**src/rtl/uart_flow_pkg.sv**
```systemverilog
package uart_flow_pkg;

    typedef enum logic [1:0] {
        TX_RUN   = 2'd0,
        TX_DRAIN = 2'd1,
        TX_HELD  = 2'd2
    } tx_st_e;

    typedef enum logic {
        RX_ON  = 1'b0,
        RX_OFF = 1'b1
    } rx_st_e;

    function automatic int legacy_hi(input logic [1:0] code);
        unique case (code)
            2'd0: return 8;
            2'd1: return 16;
            2'd2: return 56;
            default: return 60;
        endcase
    endfunction

    function automatic int legacy_lo(input logic [1:0] code);
        unique case (code)
            2'd0: return 1;
            2'd1: return 8;
            2'd2: return 16;
            default: return 32;
        endcase
    endfunction

endpackage

```
**src/rtl/ufc_thresh.sv**
```systemverilog
module ufc_thresh #(
    parameter int CNT_W = 8
) (
    input  logic [1:0]       legacy_trig,
    input  logic [CNT_W-1:0] lvl_tx,
    input  logic [CNT_W-1:0] lvl_rx,
    input  logic [CNT_W-1:0] lvl_hi,
    input  logic [CNT_W-1:0] lvl_lo,
    output logic [CNT_W-1:0] hi_lvl,
    output logic [CNT_W-1:0] lo_lvl
);
    import uart_flow_pkg::*;

    logic ext_zero;

    always_comb begin
        ext_zero = (lvl_tx == '0) && (lvl_rx == '0) && (lvl_hi == '0) && (lvl_lo == '0);
        if (ext_zero) begin
            hi_lvl = CNT_W'(legacy_hi(legacy_trig));
            lo_lvl = CNT_W'(legacy_lo(legacy_trig));
        end else begin
            hi_lvl = lvl_hi;
            lo_lvl = lvl_lo;
        end
    end

    // the legacy pair always keeps high above low
    always_comb begin
        if (ext_zero) begin
            p_legacy_order_r9: assert (hi_lvl > lo_lvl);
        end
    end

endmodule

```
**src/rtl/ufc_tx_gate.sv**
```systemverilog
module ufc_tx_gate (
    input  logic clk,
    input  logic rst_n,
    input  logic en,
    input  logic line,
    input  logic active,
    input  logic stop_done,
    output logic hold
);
    import uart_flow_pkg::*;

    tx_st_e state, state_nx;

    always_ff @(posedge clk) begin
        if (!rst_n) state <= TX_RUN;
        else        state <= state_nx;
    end

    always_comb begin
        state_nx = state;
        unique case (state)
            TX_RUN: begin
                if (en && line) begin
                    if (active && !stop_done) state_nx = TX_DRAIN;
                    else                      state_nx = TX_HELD;
                end
            end
            TX_DRAIN: begin
                if (!en || !line)   state_nx = TX_RUN;
                else if (stop_done) state_nx = TX_HELD;
            end
            TX_HELD: begin
                if (!en || !line) state_nx = TX_RUN;
            end
            default: state_nx = TX_RUN;
        endcase
    end

    always_comb hold = (state == TX_HELD);

    p_no_midchar_hold_r2: assert property (@(posedge clk) disable iff (!rst_n)
        (state == TX_DRAIN && !stop_done) |=> (state != TX_HELD));

    p_hold_cause_r2: assert property (@(posedge clk) disable iff (!rst_n)
        $rose(hold) |-> $past(en && line));

    p_release_r3: assert property (@(posedge clk) disable iff (!rst_n)
        (!en || !line) |=> !hold);

endmodule

```
**src/rtl/ufc_rx_line.sv**
```systemverilog
module ufc_rx_line #(
    parameter int CNT_W = 8
) (
    input  logic             clk,
    input  logic             rst_n,
    input  logic             en,
    input  logic [CNT_W-1:0] count,
    input  logic [CNT_W-1:0] hi_lvl,
    input  logic [CNT_W-1:0] lo_lvl,
    output logic             off
);
    import uart_flow_pkg::*;

    rx_st_e state, state_nx;

    always_ff @(posedge clk) begin
        if (!rst_n) state <= RX_ON;
        else        state <= state_nx;
    end

    always_comb begin
        state_nx = state;
        unique case (state)
            RX_ON:  if (en && count >= hi_lvl)  state_nx = RX_OFF;
            RX_OFF: if (!en || count <= lo_lvl) state_nx = RX_ON;
            default: state_nx = RX_ON;
        endcase
    end

    always_comb off = (state == RX_OFF);

    p_off_at_high_r6: assert property (@(posedge clk) disable iff (!rst_n)
        (!off && en && count >= hi_lvl) |=> off);

    p_on_at_low_r7: assert property (@(posedge clk) disable iff (!rst_n)
        (off && count <= lo_lvl) |=> !off);

    p_rx_disabled_r10: assert property (@(posedge clk) disable iff (!rst_n)
        !en |=> !off);

endmodule

```
**src/rtl/uart_flow_ctl.sv**
```systemverilog
module uart_flow_ctl #(
    parameter int CNT_W = 8
) (
    input  logic             clk,
    input  logic             rst_n,
    input  logic             cfg_tx_en,
    input  logic             cfg_rx_en,
    input  logic             cfg_remap,
    input  logic [1:0]       cfg_legacy_trig,
    input  logic [CNT_W-1:0] cfg_lvl_tx,
    input  logic [CNT_W-1:0] cfg_lvl_rx,
    input  logic [CNT_W-1:0] cfg_lvl_hi,
    input  logic [CNT_W-1:0] cfg_lvl_lo,
    input  logic [CNT_W-1:0] rx_count,
    input  logic             tx_active,
    input  logic             tx_stop_done,
    output logic             tx_hold,
    input  logic             cts_i,
    input  logic             dsr_i,
    output logic             rts_o,
    output logic             dtr_o,
    input  logic             irq_en,
    input  logic             stat_clr,
    output logic             stat_flag,
    output logic             irq_o
);

    logic             peer_line;
    logic             peer_q;
    logic             line_off;
    logic [CNT_W-1:0] hi_lvl;
    logic [CNT_W-1:0] lo_lvl;

    always_comb peer_line = cfg_remap ? dsr_i : cts_i;

    ufc_thresh #(.CNT_W(CNT_W)) u_thresh (
        .legacy_trig (cfg_legacy_trig),
        .lvl_tx      (cfg_lvl_tx),
        .lvl_rx      (cfg_lvl_rx),
        .lvl_hi      (cfg_lvl_hi),
        .lvl_lo      (cfg_lvl_lo),
        .hi_lvl      (hi_lvl),
        .lo_lvl      (lo_lvl)
    );

    ufc_tx_gate u_tx (
        .clk       (clk),
        .rst_n     (rst_n),
        .en        (cfg_tx_en),
        .line      (peer_line),
        .active    (tx_active),
        .stop_done (tx_stop_done),
        .hold      (tx_hold)
    );

    ufc_rx_line #(.CNT_W(CNT_W)) u_rx (
        .clk    (clk),
        .rst_n  (rst_n),
        .en     (cfg_rx_en),
        .count  (rx_count),
        .hi_lvl (hi_lvl),
        .lo_lvl (lo_lvl),
        .off    (line_off)
    );

    always_ff @(posedge clk) begin
        if (!rst_n) begin
            peer_q    <= 1'b0;
            stat_flag <= 1'b0;
        end else begin
            peer_q <= peer_line;
            if (cfg_tx_en && peer_line && !peer_q) stat_flag <= 1'b1;
            else if (stat_clr)                     stat_flag <= 1'b0;
        end
    end

    always_comb begin
        rts_o = cfg_remap ? 1'b0 : line_off;
        dtr_o = cfg_remap ? line_off : 1'b0;
        irq_o = stat_flag && irq_en;
    end

    p_flag_set_r4: assert property (@(posedge clk) disable iff (!rst_n)
        (cfg_tx_en && peer_line && !peer_q) |=> stat_flag);

    p_irq_gate_r5: assert property (@(posedge clk) disable iff (!rst_n)
        irq_o |-> (irq_en && stat_flag));

    p_remap_quiet_r8: assert property (@(posedge clk) disable iff (!rst_n)
        !(rts_o && dtr_o));

endmodule

```
**config.mk**
```make
export PLATFORM = sky130hd
export DESIGN_NAME = uart_flow_ctl
export DESIGN_NICKNAME = d
export VERILOG_FILES = /design/src/rtl/uart_flow_pkg.sv /design/src/rtl/ufc_thresh.sv /design/src/rtl/ufc_tx_gate.sv /design/src/rtl/ufc_rx_line.sv /design/src/rtl/uart_flow_ctl.sv
export SDC_FILE = /design/constraint.sdc
export NUM_CORES = 1
export LEC_CHECK = 0
export BUFFER_PORTS_ARGS = -buffer_cell sky130_fd_sc_hd__buf_2
export CAP_MARGIN = 20
export CORE_UTILIZATION = 35
export CTS_CLUSTER_DIAMETER = 200
export DETAILED_ROUTE_END_ITERATION = 12
export GPL_ROUTABILITY_DRIVEN = 1
export GPL_TIMING_DRIVEN = 0
export HOLD_SLACK_MARGIN = 0.12
export MAX_ROUTING_LAYER = met4
export PLACE_DENSITY = 0.79
export SLEW_MARGIN = 20
export SYNTH_ARGS = -nofsm -noshare
export SYNTH_HDL_FRONTEND = slang
export SYNTH_SLANG_ARGS = --single-unit
```
**constraint.sdc**
```tcl
create_clock -name clk -period 2.5 [get_ports clk]
set_input_delay 0.25 -clock clk [delete_from_list [all_inputs] [get_ports clk]]
set_output_delay 0.25 -clock clk [all_outputs]
set_load 0.01 [all_outputs]
```
==> Yosys cells after proc, flatten, opt, wreduce, memory -nomap -nowiden <==
Cells that the tools add are included.
{ "totals": {"register_bits": 5, "inputBits": 53, "output_inout_bits": 5, "word_cells": 55} }
{ "classes": {"order_cmp": 2, "eq_ne": 7, "n_mux": 18, "bitwise": 1, "n_reduce_logical": 23} }
{ "ops": {"columns": ["cell", "count"], "rows": [
  ["$pmux W6 S3", 2],
  ["$logic_not A8 Y1", 4],
  ["$mux W8", 2],
  ["$mux W2", 5],
  ["$ge A8 B8 Y1", 1],
  ["$le A8 B8 Y1", 1],
  ["$logic_and A1 B1 Y1", 8],
  ["$mux W1", 7],
  ["$pmux W2 S3", 1],
  ["$logic_not A1 Y1", 5],
  ["$eq A2 B1 Y1 const B", 2],
  ["$eq A2 B2 Y1 const B", 2],
  ["$logic_not A2 Y1", 2],
  ["$ne A3 B2 Y1 const B", 1],
  ["$reduce_and A3 Y1", 1],
  ["$logic_or A1 B1 Y1", 2],
  ["$ne A2 B1 Y1 const B", 1],
  ["$ne A2 B2 Y1 const B", 1],
  ["$pmux W1 S2", 1],
  ["$reduce_bool A2 Y1", 1],
  ["$not A1 Y1", 1]
]} }

==> Longest topological paths before layout <==
Gate-level depths: netlist of the first run.
{ "logic_depth": {"ltp_word": 9, "ltp_mapped": 10, "mapped_depth_nobuf": 10} }

==> Modules after synthesis <==
A second synthesis of the first run with hierarchy kept.
{ "hier_totals": {"hier_cells": 114, "hier_area_um2": 833.3} }
{ "modules_own_cells": {"columns": ["module", "n_inst", "cells_per_inst", "area_per_inst_um2", "seq_area_each_um2"], "rows": [
  ["ufc_rx_line", 1, 54, 434.2, 20.0],
  ["ufc_thresh", 1, 39, 217.7, 0.0],
  ["uart_flow_ctl", 1, 11, 102.6, 40.0],
  ["ufc_tx_gate", 1, 10, 78.8, 40.0]
]} }

==> Least setup slack after synthesis of the first run <==
No wires, ideal clock.
{ "synth_path": {"path_kind": "input -> register", "startpoint": "in cfg_lvl_lo[2]", "endpoint": "reg u_rx.state, in the netlist u_rx.off", "setup_ps": 133, "t_arrival_ps": 1945, "t_required_ps": 2367, "setup_slack_ps": 421, "stages": 9, "path_buffers": 0, "cell_sequence": "nor4_1 -> nand4_1 -> nor2_1 -> a21oi_1 -> ha_1 -> a211oi_1 -> a21oi_2 -> a2111oi_4 -> nor3_1"} }
{ "synth_via": {"elab_chain_cells": 7, "elab_cells_between_ends": 11, "cone_classes": "order compare: 2; mux: 5; reduce/logical: 4"} }
{ "synth_lines": {"columns": ["item", "line", "text"], "rows": [
  ["start, declared", "uart_flow_ctl.sv:13", "input logic [CNT_W-1:0] cfg_lvl_lo,"],
  ["$logic_not A8 Y1", "ufc_thresh.sv:17", "ext_zero = (lvl_tx == '0) && (lvl_rx == '0) && (lvl_hi == '0) && (lvl_lo == '0);"],
  ["$logic_and A1 B1 Y1", "ufc_thresh.sv:17", null],
  ["$mux W8", "ufc_thresh.sv:18", "if (ext_zero) begin"],
  ["$le A8 B8 Y1 or $ge A8 B8 Y1 (tied branches)", "ufc_rx_line.sv:25, ufc_rx_line.sv:24", null],
  ["$logic_or A1 B1 Y1 or $logic_and A1 B1 Y1 (tied branches)", "ufc_rx_line.sv:25, ufc_rx_line.sv:24", null],
  ["$mux W1 (on tied branches)", "ufc_rx_line.sv:25, ufc_rx_line.sv:24", null],
  ["$pmux W1 S2 *", "ufc_rx_line.sv:23", "unique case (state)"],
  ["end signal, assigned", "ufc_rx_line.sv:18", "else state <= state_nx;"],
  ["end, declared", "ufc_rx_line.sv:14", "rx_st_e state, state_nx;"]
]} }
Every way passes the cells marked *; elsewhere a longest branch is shown, timed or not.
A chain may end at the register's enable or synchronous reset.

==> Final worst setup path of the first run <==
{ "layout_path": {"startpoint": "in cfg_lvl_hi[1]", "endpoint": "reg u_rx.state, in the netlist u_rx.off"} }
{ "layout_via": {"elab_chain_cells": 8, "elab_cells_between_ends": 12, "cone_classes": "order compare: 2; mux: 5; reduce/logical: 5"} }
{ "layout_lines": {"columns": ["item", "line", "text"], "rows": [
  ["start, declared", "uart_flow_ctl.sv:12", "input logic [CNT_W-1:0] cfg_lvl_hi,"],
  ["$logic_not A8 Y1", "ufc_thresh.sv:17", null],
  ["$logic_and A1 B1 Y1 (2 in a row)", "ufc_thresh.sv:17", null],
  ["$mux W8", "ufc_thresh.sv:18", null],
  ["$le A8 B8 Y1 or $ge A8 B8 Y1 (tied branches)", "ufc_rx_line.sv:25, ufc_rx_line.sv:24", null],
  ["$logic_or A1 B1 Y1 or $logic_and A1 B1 Y1 (tied branches)", "ufc_rx_line.sv:25, ufc_rx_line.sv:24", null],
  ["$mux W1 (on tied branches)", "ufc_rx_line.sv:25, ufc_rx_line.sv:24", null],
  ["$pmux W1 S2 *", "ufc_rx_line.sv:23", null]
]} }
Marks and branches as above.

==> results of run 1 <==
cells by family (layout without fill, tap and decap cells):
logic type      count (synthesis)  in the layout  share of synthesized area
compound gates                 22             22                      0.232
fa+ha+maj                      16             16                      0.279
buf+inv                        13             74                     0.0679
flops                           5              5                      0.139
mux                             1              1                     0.0139
simple gates                   34             34                      0.268
metal layers:
layer  part of all wire  track usage  routed length [µm]  vias up
met5                  0            -                   0        -
met4                  0       0.0514                   0        0
met3              0.096       0.0115                 199        0
met2               0.51        0.403                1060       55
met1               0.40        0.185                 827      403
li1                   -            -                   -      467
final timing paths:
| kind | cells after the start | slack, ps | end | start |
|---|---|---|---|---|
| worst max-delay path | 10 | 280 | u_rx.off | cfg_lvl_hi[1] |
| worst min-delay path | 2 | 190 | u_tx.state[0] | tx_stop_done |
| worst max register to register | 3 | 1400 | u_rx.off | u_rx.off |
| worst min register to register | 1 | 430 | u_tx.state[0] | u_tx.state[1] |
power groups by stage:
stage,clock (W),sequential [W],combinational (W)
floorplan,0,0.0000884,0.0000638
global placement,0,0.0000884,0.000125
detailed placement,0,0.0000887,0.000130
CTS,0.0000950,0.0000874,0.000131
global route,0.0000987,0.0000879,0.000147
finish,0.0000913,0.0000873,0.000130
state kept, by name, summed over array words and instances (netlist names):
signal,count
stat_flag,1
u_rx.off,1
peer_q,1
u_tx.state,2
worst max-delay path, stage by stage:
cell	delay [ps]
sky130_fd_sc_hd__buf_2	110
sky130_fd_sc_hd__nor4_1	320
sky130_fd_sc_hd__nand4_1	180
sky130_fd_sc_hd__nor2_1	240
sky130_fd_sc_hd__a21oi_1	100
sky130_fd_sc_hd__ha_1	310
sky130_fd_sc_hd__a211oi_1	310
sky130_fd_sc_hd__a21oi_2	120
sky130_fd_sc_hd__a2111oi_4	310
sky130_fd_sc_hd__nor3_1	80
area by class of cell:
type / count / area (µm²) / share of cell area
multi-input cells: 73 / 569 / 0.535
flip-flops and latches: 5 / 100 / 0.0941
plain buffers: 1 / 3.75 / 0.00353
clock buffers: 4 / 26.3 / 0.0247
inverters: 12 / 45.0 / 0.0424
repair buffers: 57 / 285 / 0.268
well taps: 27 / 33.8 / 0.0318
layout by cell type, fill, tap and decap left out, types with 4 or more instances in the layout:
cell / instances
sky130_fd_sc_hd__ha_1: 16
sky130_fd_sc_hd__dfxtp_1: 5
sky130_fd_sc_hd__inv_1: 12
sky130_fd_sc_hd__nor4_1: 9
sky130_fd_sc_hd__nand2_1: 4
sky130_fd_sc_hd__nor2_1: 6
sky130_fd_sc_hd__a21oi_1: 10
sky130_fd_sc_hd__buf_2: 57
metrics by stage:
| step | hold WS, ps | utilization |
|---|---|---|
| after floorplan | 329 | - |
| after global placement | 407 | 0.534 |
| final | 191 | 0.548 |
| after detailed placement | 420 | 0.534 |
| after global routing | 208 | 0.548 |
| after CTS | 182 | 0.548 |
==> metrics, run 1 <==
overflow left after global routing 0; # resized after CTS 0; post-CTS clock slew at the launch and capture registers of the worst setup and hold paths roughly 40 ps; Vert. Die Dim 47.3 µm; synthesis-stage register bit count 5; clk sinks 5; antenna violations before repair 0; library cells used by synthesis 29; row count 16; VDD IR-drop max around 0.00018 V; placer's final routability congestion estimate 0.851; Max FO, Critical Path 4; worst-case setup slack after placement 55.2 ps; post-layout min period 2220 ps; RSZ-0062 raised after global routing false; Worst Path Arrival roughly 2300 ps; DRC 0; Initial Utilization 0.370; deepest level of the CTS H-tree 1; total CTS buffers 3; ratio of cells with drive above 1 in the final layout 0.414; outcome completed; port bufs 57; Clock Root Buffer sky130_fd_sc_hd__clkbuf_4; hold buffer count at CTS 0; relative contribution of the clock network to total power 0.296; Final Setup Violations 0; cell with the most instances after synthesis sky130_fd_sc_hd__ha_1; path type of the worst min-delay path in2reg; total die area 2240 µm²; clock latency on the worst-skew pair 240 ps; Mapped Nets 160; HPWL after detailed placement between 1500 and 2000 µm; transition time at the pin with the least slew margin 341 ps; Detail Route Antenna Nets 0; Sequential Power Share 0.283; clock tree from TritonCTS built; internal power component 0.000212 W; post-CTS setup buffer count 0; routed len/inst approximately 12 µm; tightest slew margin relative to the limit 0.767; cell area after layout 1060 µm²; antenna cell count 0; number of global-route vias before repair about 830; Data required, critical path about 2600 ps; pin count of the biggest net entering global routing 6; detailed-route vias per instance 5.17; net switching power roughly 0.000096 W; final standard cell count with taps included and fillers excluded 179; number of warnings issued by yosys 0; area leader, netlist sky130_fd_sc_hd__ha_1; number of maximum-capacitance constraint violations 0; violation count after the first detailed-route iteration 6; number of filler cells placed in the layout 195; Area Overhead vs Synth 48.1%; hold violation total from the final report 0; kind of end point of the critical path flip-flop; combinational power share 0.421; pwr/cell area 290 nW/µm²; core outline area around 1900 µm²; number of enable flip-flop cells after synthesis 0; Final Max Slew Viols 0; number of detailed-routing iterations run before antenna repair 4; Post-Place Cell Area 1040 µm²; max frequency 450 MHz; Most used DFF post-synth sky130_fd_sc_hd__dfxtp_1; final setup slack of the worst path 279 ps; wire length of the first global-routing pass approximately 3000 µm; Total Wirelength 2080 µm; post-synthesis instance area 718 µm²; sequential element share of the synthesized area 0.139; proportion of total power due to net switching 0.311; Via Count 925; maximum root-to-sink buffer count 2; number of primary I/O pins 58; Setup Total Neg Slack 0 ps; LEAKAGE 0.568 nW; critical path launch point type input port; Clock Skews around 0.047 ps; die span in x 47.3 µm; layout net count 222; Total GRT Usage 0.194; synth cell count leaders 16 x sky130_fd_sc_hd__ha_1, 12 x sky130_fd_sc_hd__inv_1, 10 x sky130_fd_sc_hd__a21oi_1; cell count after synthesis 91; number of placed instances, taps included 175; mean post-synth cell area 7.89 µm²; part of the cycle the worst path needs 0.888; asr flop ratio synth 0; Setup CP Type in2reg; top cells by area, synth sky130_fd_sc_hd__ha_1 28%, sky130_fd_sc_hd__dfxtp_1 14%, sky130_fd_sc_hd__nor4_1 7.8%; total power after layout between 0.0003 and 0.0004 W; share of Yosys cell area claimed by the top area cell type 0.279
Power figures use the tool's default switching activity.
==> inputs of run 2 (changes only) <==
Settings changed: ABC_AREA set to 0, PLACE_DENSITY 0.79 to not set, PLACE_DENSITY_LB_ADDON set to 0.05.
==> run 2 against run 1 <==
First-iteration DRC count rose by 67%; die area did not move; routed wire length fell by 0.72%; sequential share of layout area did not move; global-route usage fell by 0.74 points; clock skew barely moved; combinational power barely moved; hold slack got worse by 5.0 ps; flip-flop and latch count did not move; register-to-register slack got worse by 20 ps; sequential power barely moved; critical path type unchanged; largest cell class unchanged; largest power group unchanged.
==> metrics, run 2 (synthesis gave the netlist of run 1 again) <==
hold violation total from the final report 0 (unchanged); placer's final routability congestion estimate 0.834 (-2.0%); Via Count 910 (-1.6%); commonest cells after routing, fill and taps aside 57 x sky130_fd_sc_hd__buf_2, 16 x sky130_fd_sc_hd__ha_1, 12 x sky130_fd_sc_hd__inv_1; hold buffer count at CTS 0 (unchanged); number of maximum-capacitance constraint violations 0 (unchanged); antenna violations before repair 0 (unchanged); total CTS buffers 3 (unchanged); Final Max Slew Viols 0 (unchanged); Setup Total Neg Slack 0 ps (unchanged); pin count of the biggest net entering global routing 6 (unchanged); part of the cycle the worst path needs 0.887 (-0.00121); total die area 2240 µm² (unchanged); layout net count 222 (unchanged); Vert. Die Dim 47.3 µm (unchanged); Hold Path Cell Cnt 2 (unchanged); Data required, critical path 2610 ps (about the same); maximum root-to-sink buffer count 2 (unchanged); clock latency on the worst-skew pair 240 ps (about the same); pwr/cell area 291 nW/µm² (+0.32%); HPWL after detailed placement 1820 µm (-1.5%); number of primary I/O pins 58 (unchanged); Final Setup Violations 0 (unchanged); number of global-route vias before repair 731 (-11%); R2R depth 3 (unchanged); # resized after CTS 0 (unchanged); DRC 0 (unchanged); clock tree from TritonCTS built; antenna cell count 0 (unchanged); Min Hold Slack 186 ps (-4.97 ps); row count 16 (unchanged); detailed-route vias per instance 5.08 (-1.6%); post-CTS setup buffer count 0 (unchanged); Total GRT Usage 0.186 (-0.00741); Clock Skews 0.0851 ps (+0.0378 ps); Initial Utilization 0.370 (unchanged); outcome completed; die span in x 47.3 µm (unchanged); overflow left after global routing 0 (unchanged); tightest slew margin relative to the limit 0.754 (-0.0130); number of detailed-routing iterations run before antenna repair 5 (+1); routed len/inst 11.5 µm (-0.72%); Total Wirelength 2070 µm (-0.72%); deepest level of the CTS H-tree 1 (unchanged); LEAKAGE 0.568 nW (unchanged); post-layout min period 2220 ps (-3.01 ps); register ranked first by flip-flop count u_tx.state; transition time at the pin with the least slew margin 360 ps (+18.9 ps); critical path launch point type input port; kind of end point of the critical path flip-flop; Clock Root Buffer sky130_fd_sc_hd__clkbuf_4; most common cell after layout, fill and taps aside sky130_fd_sc_hd__buf_2; clk sinks 5 (unchanged); violation count after the first detailed-route iteration 10 (+4); RSZ-0062 raised after global routing false; VDD IR-drop max 0.000288 V (+59%); post-CTS clock slew at the launch and capture registers of the worst setup and hold paths 40 ps (about the same); path type of the worst min-delay path in2reg; port bufs 57 (unchanged); core outline area 1940 µm² (unchanged); number of flip-flops under the largest register name 2 (unchanged); Detail Route Antenna Nets 0 (unchanged); Max FO, Critical Path 4 (unchanged); max frequency 451 MHz (+0.14%); Area Overhead vs Synth 48.1% (unchanged); ratio of cells with drive above 1 in the final layout 0.414 (unchanged); number of filler cells placed in the layout 215 (+10%); Worst Path Arrival 2330 ps (about the same); Setup CP Type in2reg; wire length of the first global-routing pass 2850 µm (-4.8%)
[run 2: layout make-up]
type	count	area [µm²]	area share
multi-input combinational	73	569	0.535
timing repair buffer	57	285	0.268
sequential	5	100	0.0941
inverter	12	45.0	0.0424
tap	27	33.8	0.0318
clock buffer	4	26.3	0.0247
buffer	1	3.75	0.00353
[run 2: worst max-delay path, cell delays in order]
cell and delay (ps):
sky130_fd_sc_hd__buf_2 100, sky130_fd_sc_hd__nor4_1 340, sky130_fd_sc_hd__nand4_1 180, sky130_fd_sc_hd__nor2_1 260, sky130_fd_sc_hd__a21oi_1 120, sky130_fd_sc_hd__ha_1 310, sky130_fd_sc_hd__a211oi_1 280, sky130_fd_sc_hd__a21oi_2 110
sky130_fd_sc_hd__a2111oi_4 310, sky130_fd_sc_hd__nor3_1 70
[run 2: worst paths after layout]
| path | start | endpoint | slack, ps |
|---|---|---|---|
| worst max-delay path | cfg_lvl_lo[2] | u_rx.off | 280 |
| worst min-delay path | tx_stop_done | u_tx.state[0] | 190 |
| worst max register to register | u_rx.off | u_rx.off | 1380 |
| worst min register to register | u_tx.state[1] | u_tx.state[0] | 410 |
[run 2: routing by layer]
layer,part of all wire,GRT usage,wire length (µm),up-vias
met5,0,-,0,-
met4,0.0039,0.0286,8,0
li1,-,-,-,467
met1,0.46,0.234,953,393
met2,0.45,0.307,921,48
met3,0.089,0.0423,183,2
[run 2: where the power goes]
group / leakage [nW] / internal (W) / total, W / switching [W]
combinational: 0.512 / 0.0000675 / 0.000129 / 0.0000615
clock: 0.0150 / 0.0000603 / 0.0000932 / 0.0000329
sequential: 0.0410 / 0.0000842 / 0.0000873 / 0.00000309
total: 0.568 / 0.000212 / 0.000310 / 0.0000975
[run 2: per-stage QoR]
stage	worst slack, ps	utilization	std cells	instance area, µm²	total power [W]
finish	282	0.548	179	1060	0.000310
global route	47.4	0.548	179	1060	0.000339
CTS	291	0.548	179	1060	0.000313
detailed placement	49.6	0.534	175	1040	0.000218
global placement	66.2	0.534	175	1040	0.000214
floorplan	421	-	91	718	0.000152
==> inputs of run 3 (changes only) <==
Settings changed: CORE_MARGIN set to 2.
==> run 3 against run 2 <==
Clock skew barely moved; hold slack got worse by 0.53 ps; flip-flop and latch count did not move; non-clock buffer count did not move; clock power rose by 2.3%; setup slack improved by 31 ps; fmax rose by 1.4%; die area rose by 8.6%.
==> metrics, run 3 (synthesis gave the netlist of run 1 again) <==
outcome completed; Worst Path Arrival 2300 ps (-30 ps); clock tree from TritonCTS built; wire length of the first global-routing pass 3450 µm (+21%); layout net count 222 (unchanged); Detail Route Antenna Nets 0 (unchanged); deepest level of the CTS H-tree 1 (unchanged); R2R depth 3 (unchanged); startpoint of the lowest-slack hold path tx_stop_done; Final Setup Violations 0 (unchanged); Total GRT Usage 0.180 (-0.00657); part of the cycle the worst path needs 0.875 (-0.0122); register ranked first by flip-flop count u_tx.state; Via Count 912 (+0.22%); total CTS buffers 3 (unchanged); RSZ-0062 raised after global routing false; port bufs 57 (unchanged); biggest cell delay along the critical path 320 ps (-20 ps); Data required, critical path 2610 ps (about the same); worst-case setup slack after placement 75.1 ps (+25.5 ps); number of buffer and inverter stages on the critical path 1 (unchanged); reg-to-reg startpoint u_rx.off; family with the most delay on the worst path compound AO/OA/AOI/OAI gates; core outline area 1940 µm² (unchanged); placer's final routability congestion estimate 0.854 (+2.4%); # resized after CTS 0 (unchanged); Hold Path Cell Cnt 2 (unchanged); violation count after the first detailed-route iteration 5 (-5); hold violation total from the final report 0 (unchanged); max frequency 457 MHz (+1.4%); hold-critical path endpoint u_tx.state[0]; worst-path cell chain buf_2, nor4_1, nand4_1, nor2_1, a21oi_1, ha_1, a211oi_1, a21oi_2, a2111oi_4, nor3_1; commonest cells after routing, fill and taps aside 57 x sky130_fd_sc_hd__buf_2, 16 x sky130_fd_sc_hd__ha_1, 12 x sky130_fd_sc_hd__inv_1; VDD IR-drop max 0.000250 V (-13%); number of maximum-capacitance constraint violations 0 (unchanged); most congested layer reported by global routing met2; most common cell after layout, fill and taps aside sky130_fd_sc_hd__buf_2; ratio of cells with drive above 1 in the final layout 0.414 (unchanged); Initial Utilization 0.370 (unchanged); Setup CP Type in2reg; Area Overhead vs Synth 48.1% (unchanged); R2R setup slack 1400 ps (+20 ps); critical path's slowest cell sky130_fd_sc_hd__a2111oi_4; Total Wirelength 2010 µm (-3.0%); final setup slack of the worst path 313 ps (+30.5 ps); global routing usage on met2 0.293 (-0.0141); number of primary I/O pins 58 (unchanged); pwr/cell area 292 nW/µm² (+0.28%); number of flip-flops under the largest register name 2 (unchanged); number of global-route vias before repair 883 (+21%); post-layout min period 2190 ps (-30.5 ps); antenna violations before repair 0 (unchanged); final core area utilization 0.548 (unchanged); pin count of the biggest net entering global routing 6 (unchanged); post-CTS setup buffer count 0 (unchanged); Setup Total Neg Slack 0 ps (unchanged); number of detailed-routing iterations run before antenna repair 3 (-2); Global Route met1 Usage 0.224 (-0.00960); post-CTS clock slew at the launch and capture registers of the worst setup and hold paths 40 ps (about the same); Vert. Die Dim 49.3 µm (+4.2%); kind of end point of the critical path flip-flop; detailed-route vias per instance 5.09 (+0.22%); tightest slew margin relative to the limit 0.749 (-0.00439); DRC 0 (unchanged); transition time at the pin with the least slew margin 367 ps (+6.42 ps); routed len/inst 11.2 µm (-3.0%); clock latency on the worst-skew pair 240 ps (about the same); Clock Skews 0.0467 ps (-0.0384 ps); critical path launch point type input port; hold buffer count at CTS 0 (unchanged); overflow left after global routing 0 (unchanged); maximum root-to-sink buffer count 2 (unchanged); Max FO, Critical Path 4 (unchanged); worst r2r dst u_rx.off; HPWL after detailed placement 1800 µm (-1.3%); antenna cell count 0 (unchanged); clk sinks 5 (unchanged); path type of the worst min-delay path in2reg; Final Max Slew Viols 0 (unchanged); Clock Root Buffer sky130_fd_sc_hd__clkbuf_4; LEAKAGE 0.568 nW (unchanged); total die area 2430 µm² (+8.6%); met3 Use GR 0.0613 (+0.0190); row count 16 (unchanged); die span in x 49.3 µm (+4.2%)
-- run 3: worst max-delay path by stage --
| stage | slack, ps | from | end | cells after the start |
|---|---|---|---|---|
| after floorplan | 420 | cfg_lvl_lo[2] | u_rx.off | 9 |
| after global placement | 60 | cfg_lvl_lo[2] | u_rx.off | 10 |
| after detailed placement | 80 | cfg_lvl_lo[2] | u_rx.off | 10 |
| after CTS | 320 | cfg_lvl_lo[2] | u_rx.off | 10 |
| after global routing | 70 | cfg_lvl_tx[2] | u_rx.off | 11 |
| final | 310 | cfg_lvl_lo[2] | u_rx.off | 10 |
-- run 3: stage by stage --
stage          hold slack [ps]  cell area (µm²)  instances  power (W)
4_1_cts                    179             1060        179   0.000316
6_report                   185             1060        179   0.000310
3_3_place_gp               403             1040        175   0.000214
2_1_floorplan              329              718         91   0.000152
5_1_grt                    185             1060        179   0.000344
3_5_place_dp               409             1040        175   0.000217
-- run 3: area by class of cell --
type	instances	area, µm²
multi-input cells	73	569
well taps	27	33.8
repair buffers	57	285
fillers	207	878
clock buffers	4	26.3
inverters	12	45.0
plain buffers	1	3.75
flip-flops and latches	5	100
-- run 3: where the power goes --
| group | total [W] | switching (W) | internal (W) |
|---|---|---|---|
| clock | 0.0000953 | 0.0000348 | 0.0000605 |
| combinational | 0.000128 | 0.0000605 | 0.0000676 |
| sequential | 0.0000871 | 0.00000292 | 0.0000842 |
-- run 3: layer usage --
layer / up-vias / part of all wire
li1: 467 / -
met3: 0 / 0.096
met2: 42 / 0.43
met5: - / 0
met1: 403 / 0.48
met4: 0 / 0
-- run 3: worst reg2reg max path: stages, from the launching register on --
cell	delay (ps)
sky130_fd_sc_hd__dfxtp_1	410
sky130_fd_sc_hd__inv_1	80
sky130_fd_sc_hd__a2111oi_0	380
sky130_fd_sc_hd__nor3_1	110
